$ cat src/rtl/uart_csr_pkg.sv
package uart_csr_pkg;

    localparam int CSR_AW     = 8;
    localparam int DATA_W     = 32;
    localparam int BYTE_W     = 8;
    localparam int FIFO_DEPTH = 32;

    localparam logic [CSR_AW-1:0] OFS_RXD  = 8'h00;
    localparam logic [CSR_AW-1:0] OFS_TXD  = 8'h04;
    localparam logic [CSR_AW-1:0] OFS_CTRL = 8'h08;
    localparam logic [CSR_AW-1:0] OFS_STAT = 8'h0C;
    localparam logic [CSR_AW-1:0] OFS_BAUD = 8'h10;
    localparam logic [CSR_AW-1:0] OFS_OVS  = 8'h14;

    localparam int ST_RX_RDY   = 4;
    localparam int ST_TX_IDLE  = 6;
    localparam int ST_TX_FULL  = 11;
    localparam int CT_RX_FLUSH = 14;
    localparam int CT_TX_FLUSH = 15;

    typedef enum logic [2:0] {
        SEL_RXD,
        SEL_TXD,
        SEL_CTRL,
        SEL_STAT,
        SEL_BAUD,
        SEL_OVS,
        SEL_NONE
    } csr_sel_e;

    typedef struct packed {
        logic rx_rdy;
        logic tx_idle;
        logic tx_full;
    } csr_stat_t;

    function automatic csr_sel_e csr_decode(input logic [CSR_AW-1:0] a);
        csr_sel_e s;
        case (a)
            OFS_RXD:  s = SEL_RXD;
            OFS_TXD:  s = SEL_TXD;
            OFS_CTRL: s = SEL_CTRL;
            OFS_STAT: s = SEL_STAT;
            OFS_BAUD: s = SEL_BAUD;
            OFS_OVS:  s = SEL_OVS;
            default:  s = SEL_NONE;
        endcase
        return s;
    endfunction

    function automatic logic [DATA_W-1:0] stat_word(input csr_stat_t st);
        logic [DATA_W-1:0] w;
        w             = '0;
        w[ST_RX_RDY]  = st.rx_rdy;
        w[ST_TX_IDLE] = st.tx_idle;
        w[ST_TX_FULL] = st.tx_full;
        return w;
    endfunction

    function automatic logic [DATA_W-1:0] flush_mask();
        logic [DATA_W-1:0] m;
        m              = '0;
        m[CT_RX_FLUSH] = 1'b1;
        m[CT_TX_FLUSH] = 1'b1;
        return m;
    endfunction

endpackage

$ cat src/rtl/uart_csr_fifo.sv
module uart_csr_fifo #(
    parameter int W     = 8,
    parameter int DEPTH = 32
) (
    input  logic         clk,
    input  logic         rst,
    input  logic         flush,
    input  logic         push,
    input  logic [W-1:0] din,
    input  logic         pop,
    output logic [W-1:0] dout,
    output logic         empty,
    output logic         full
);
    localparam int AW = $clog2(DEPTH);

    logic [W-1:0] mem [DEPTH];
    logic [AW:0]  wp;
    logic [AW:0]  rp;
    logic         push_ok;
    logic         pop_ok;

    always_comb begin
        empty   = (wp == rp);
        full    = (wp[AW] != rp[AW]) && (wp[AW-1:0] == rp[AW-1:0]);
        push_ok = push && !full;
        pop_ok  = pop && !empty;
        dout    = mem[rp[AW-1:0]];
    end

    always_ff @(posedge clk) begin
        if (rst || flush) begin
            wp <= '0;
            rp <= '0;
        end else begin
            if (push_ok) wp <= wp + 1'b1;
            if (pop_ok)  rp <= rp + 1'b1;
        end
    end

    always_ff @(posedge clk) begin
        if (push_ok && !flush) mem[wp[AW-1:0]] <= din;
    end

endmodule

$ cat src/rtl/uart_csr_regs.sv
module uart_csr_regs
    import uart_csr_pkg::*;
(
    input  logic              clk,
    input  logic              rst,
    input  logic              bus_en,
    input  logic              bus_we,
    input  logic [CSR_AW-1:0] bus_addr,
    input  logic [DATA_W-1:0] bus_wdata,
    output logic [DATA_W-1:0] bus_rdata,
    input  csr_stat_t         stat,
    input  logic [BYTE_W-1:0] rx_head,
    output logic              tx_push,
    output logic [BYTE_W-1:0] tx_byte,
    output logic              rx_pop,
    output logic              rx_flush,
    output logic              tx_flush,
    output logic [DATA_W-1:0] line_cfg,
    output logic [DATA_W-1:0] baud_cfg,
    output logic [DATA_W-1:0] ovs_cfg
);
    csr_sel_e          sel;
    logic              wr;
    logic              rd;
    logic [DATA_W-1:0] ctrl_q;
    logic [DATA_W-1:0] baud_q;
    logic [DATA_W-1:0] ovs_q;

    always_comb begin
        sel      = csr_decode(bus_addr);
        wr       = bus_en && bus_we;
        rd       = bus_en && !bus_we;
        tx_push  = wr && (sel == SEL_TXD);
        tx_byte  = bus_wdata[BYTE_W-1:0];
        rx_pop   = rd && (sel == SEL_RXD) && stat.rx_rdy;
        rx_flush = wr && (sel == SEL_CTRL) && bus_wdata[CT_RX_FLUSH];
        tx_flush = wr && (sel == SEL_CTRL) && bus_wdata[CT_TX_FLUSH];
    end

    always_ff @(posedge clk) begin
        if (rst) begin
            ctrl_q <= '0;
            baud_q <= '0;
            ovs_q  <= '0;
        end else if (wr) begin
            case (sel)
                SEL_CTRL: ctrl_q <= bus_wdata & ~flush_mask();
                SEL_BAUD: baud_q <= bus_wdata;
                SEL_OVS:  ovs_q  <= bus_wdata;
                default:  ;
            endcase
        end
    end

    always_comb begin
        bus_rdata = '0;
        if (rd) begin
            case (sel)
                SEL_RXD:  if (stat.rx_rdy) bus_rdata[BYTE_W-1:0] = rx_head;
                SEL_CTRL: bus_rdata = ctrl_q;
                SEL_STAT: bus_rdata = stat_word(stat);
                SEL_BAUD: bus_rdata = baud_q;
                SEL_OVS:  bus_rdata = ovs_q;
                default:  bus_rdata = '0;
            endcase
        end
    end

    assign line_cfg = ctrl_q;
    assign baud_cfg = baud_q;
    assign ovs_cfg  = ovs_q;

endmodule

$ cat src/rtl/uart_csr_top.sv
module uart_csr_top
    import uart_csr_pkg::*;
(
    input  logic              clk,
    input  logic              rst,
    input  logic              bus_en,
    input  logic              bus_we,
    input  logic [CSR_AW-1:0] bus_addr,
    input  logic [DATA_W-1:0] bus_wdata,
    output logic [DATA_W-1:0] bus_rdata,
    output logic [BYTE_W-1:0] tx_data,
    output logic              tx_valid,
    input  logic              tx_take,
    input  logic              tx_busy,
    input  logic [BYTE_W-1:0] rx_byte,
    input  logic              rx_push,
    output logic [DATA_W-1:0] line_cfg,
    output logic [DATA_W-1:0] baud_cfg,
    output logic [DATA_W-1:0] ovs_cfg
);
    logic              tx_push;
    logic [BYTE_W-1:0] tx_byte;
    logic              tx_flush;
    logic              tx_empty;
    logic              tx_full;
    logic              rx_pop;
    logic              rx_flush;
    logic              rx_empty;
    logic              rx_full;
    logic [BYTE_W-1:0] rx_head;
    csr_stat_t         stat;

    always_comb begin
        stat.rx_rdy  = !rx_empty;
        stat.tx_idle = tx_empty && !tx_busy;
        stat.tx_full = tx_full;
        tx_valid     = !tx_empty;
    end

    uart_csr_regs i_regs (
        .clk       (clk),
        .rst       (rst),
        .bus_en    (bus_en),
        .bus_we    (bus_we),
        .bus_addr  (bus_addr),
        .bus_wdata (bus_wdata),
        .bus_rdata (bus_rdata),
        .stat      (stat),
        .rx_head   (rx_head),
        .tx_push   (tx_push),
        .tx_byte   (tx_byte),
        .rx_pop    (rx_pop),
        .rx_flush  (rx_flush),
        .tx_flush  (tx_flush),
        .line_cfg  (line_cfg),
        .baud_cfg  (baud_cfg),
        .ovs_cfg   (ovs_cfg)
    );

    uart_csr_fifo #(.W(BYTE_W), .DEPTH(FIFO_DEPTH)) i_tx_fifo (
        .clk   (clk),
        .rst   (rst),
        .flush (tx_flush),
        .push  (tx_push),
        .din   (tx_byte),
        .pop   (tx_take),
        .dout  (tx_data),
        .empty (tx_empty),
        .full  (tx_full)
    );

    uart_csr_fifo #(.W(BYTE_W), .DEPTH(FIFO_DEPTH)) i_rx_fifo (
        .clk   (clk),
        .rst   (rst),
        .flush (rx_flush),
        .push  (rx_push),
        .din   (rx_byte),
        .pop   (rx_pop),
        .dout  (rx_head),
        .empty (rx_empty),
        .full  (rx_full)
    );

endmodule

$ cat config.mk
export PLATFORM = sky130hd
export DESIGN_NAME = uart_csr_top
export DESIGN_NICKNAME = d
export VERILOG_FILES = /design/src/rtl/uart_csr_pkg.sv /design/src/rtl/uart_csr_fifo.sv /design/src/rtl/uart_csr_regs.sv /design/src/rtl/uart_csr_top.sv
export SDC_FILE = /design/constraint.sdc
export NUM_CORES = 1
export LEC_CHECK = 0
export BUFFER_PORTS_ARGS = -buffer_cell sky130_fd_sc_hd__buf_2
export CAP_MARGIN = 5
export CORE_ASPECT_RATIO = 2
export CORE_UTILIZATION = 53
export DETAILED_ROUTE_END_ITERATION = 7
export GPL_TIMING_DRIVEN = 0
export PLACE_DENSITY = 0.72
export SLEW_MARGIN = 30
export SYNTH_ARGS = -nofsm -noshare
export SYNTH_HDL_FRONTEND = slang
export SYNTH_HIERARCHICAL = 1
export SYNTH_SLANG_ARGS = --single-unit
$ cat constraint.sdc
create_clock -name clk -period 4.9 [get_ports clk]
set_input_delay 0.735 -clock clk [delete_from_list [all_inputs] [get_ports clk]]
set_output_delay 0.735 -clock clk [all_outputs]
set_load 0.03 [all_outputs]
==> metrics <==
initial DRC count=roughly 1600; Vias=about 16000; synth warn=6; Root Buffer=clkbuf_16; clock slew at the register clock pins of the worst setup and hold paths=70 ps; switching share of total power=19.9%; first-pass GRT wire length=approximately 110000 um; number of max-slew violations in the final report=0; Final Critical Period=4830 ps; die area=0.0500 mm2; setup repair bufs after CTS=0; Critical Path RT=4160 ps; synthesis-to-finish area growth=13.6%; Worst VDD drop=0.000278 V; CP Capture Type=output port; Clk pwr share=40.7%; worst skew pair latency=580 ps; quantity of I/O buffers inserted on ports=187; Hold Startpoint=bus_wdata[16]; vias in the first global route=15788; Slew headroom=31.4%; Leakage=9.55 nW; CP arrival=4090 ps; part of the cycle the worst path needs=98.5%; Critical R2R Capture=i_rx_fifo/mem[16][1]; height of the die=315 um; antenna-violating nets left=0; final setup violation count=0; num ports=192; outcome=completed; H-Tree Depth=2; Pwr Density=around 350 mW/mm2; P_sw=around 0.0021 W; CTS Buf Count=53; worst min path class=in2reg; Cells after Synth=between 1500 and 2000; reg-to-reg slack, setup=around 1700 ps; layout cells sized above 1=30.0%; Total GRT Usage=a little under a third; largest net degree at the start of global routing=33; Row Count=about 110; Power Internal=0.00827 W; setup_tns=0 ps; RSZ-0062 raised after global routing=no; clk_skew=8.76 ps; Post-Place Cells=2420; Max Clk Rate=approximately 210 MHz; Reg power frac=56.9%; RD Place Congestion=slightly below 1; Reg2Reg Depth=5; dpl hpwl=roughly 55000 um; core footprint=about 0.048 mm2; Mapped Avg Cell Area=16.3 um2; WL final=75500 um; Post-Synthesis Cell Area=0.0260 mm2; die width=159 um; measured slew at the worst slew-check pin=approximately 1000 ps; residual DRC count=0; clk sink count=640; gr ovfl total=0; CTS tree=done; Hold EP=i_regs/line_cfg[16]; Critical R2R Launch=i_rx_fifo/wp[1]; CP Max Fanout=10; WHS Path Cells=3; Startpoint Class=flop; Post-Layout Cell Count=2522; CTS max path bufs=3; Wirelength per Cell=about 30 um; Nets=1903; final hold violations=0; Via density=6.26; Hold-fix buffers, CTS=0; drt first pass iters=5; Gate power share=2.4%; max cap viols=0; initial antenna violation count=7; kind of critical path=reg2out; starting density of the core=a little over half
[power by group through the flow]
stage / logic, W / clock network, W / registers, W
finish: 0.000252 / 0.00420 / 0.00587
detailed placement: 0.000244 / 0 / 0.00599
global route: 0.000258 / 0.00444 / 0.00587
floorplan: 0.0000993 / 0 / 0.00599
global placement: 0.000234 / 0 / 0.00599
CTS: 0.000246 / 0.00425 / 0.00587
[repair_timing]
| action | in CTS | in global routing |
|---|---|---|
| endpoints found under the setup margin | 0 | 12 |
| resized for setup | 0 | 3 |
| endpoints found under the hold margin | 0 | 0 |
[how the worst max path moves through the flow]
stage / endpoint / from / cells after the start / slack [ps]
after floorplan: bus_rdata[19] / bus_addr[5] / 8 / 910
after global placement: bus_rdata[26] / bus_addr[5] / 10 / -260
after detailed placement: i_tx_fifo/mem[23][1] / bus_addr[5] / 14 / -80
after CTS: bus_rdata[3] / flop / 8 / 40
after global routing: bus_rdata[12] / bus_addr[5] / 10 / 30
final: bus_rdata[3] / flop / 8 / 70
[metrics by stage]
step / utilization (%) / total power (W) / instance area (um2) / setup slack (ps) / hold WS [ps]
after floorplan: - / 0.00609 / 26000 / 910 / 484
after global placement: 57.4 / 0.00622 / 27800 / -261 / 448
after detailed placement: 57.6 / 0.00623 / 27800 / -78.3 / 452
after CTS: 61.1 / 0.0104 / 29500 / 44.9 / 391
after global routing: 61.1 / 0.0106 / 29600 / 31.1 / 415
final: 61.1 / 0.0103 / 29600 / 72.4 / 412
[critical path: stages (launching register included)]
cell and delay, ps:
dfxtp_1 310, clkbuf_1 500, buf_1 740, mux4_2 510, mux4_2 510, mux2_2 280
o21ai_0 210, a21oi_1 200, buf_2 230
[cells in the final DEF (no fill, tap or decap), types with 17 or more instances in the layout]
master     instances
clkbuf_16         53
edfxtp_1         512
o21ai_0           20
dfxtp_1          128
nand2_1          200
mux4_2           160
mux2i_1           17
buf_2            208
mux2_2            34
nor2_1            97
clkbuf_1          57
a22oi_1           17
a21oi_1          116
buf_4             24
nor3_2            17
[cell type report]
class	instances	area [um2]
flip-flops and latches	640	17900
clock inverters	24	278
plain buffers	105	552
inverters	8	30.0
repair buffers	187	936
fillers	3566	18800
clock buffers	72	1420
multi-input cells	842	7600
diodes	6	15.0
well taps	638	798
[routing by layer]
layer | wire (um) | track usage (%)
met5 | 27 | 0
met4 | 9130 | 30.7
met3 | 5140 | 5.19
met2 | 38500 | 54.0
met1 | 22700 | 30.4
[registers in the layout, summed over array words and instances (netlist names), named ones only]
name,count
i_rx_fifo/rp,6
i_rx_fifo/wp,6
i_rx_fifo/mem,256
i_tx_fifo/rp,6
i_tx_fifo/wp,6
i_tx_fifo/mem,256
i_regs/baud_cfg,32
i_regs/line_cfg,30
i_regs/ovs_cfg,32
Power figures use the tool's default switching activity.
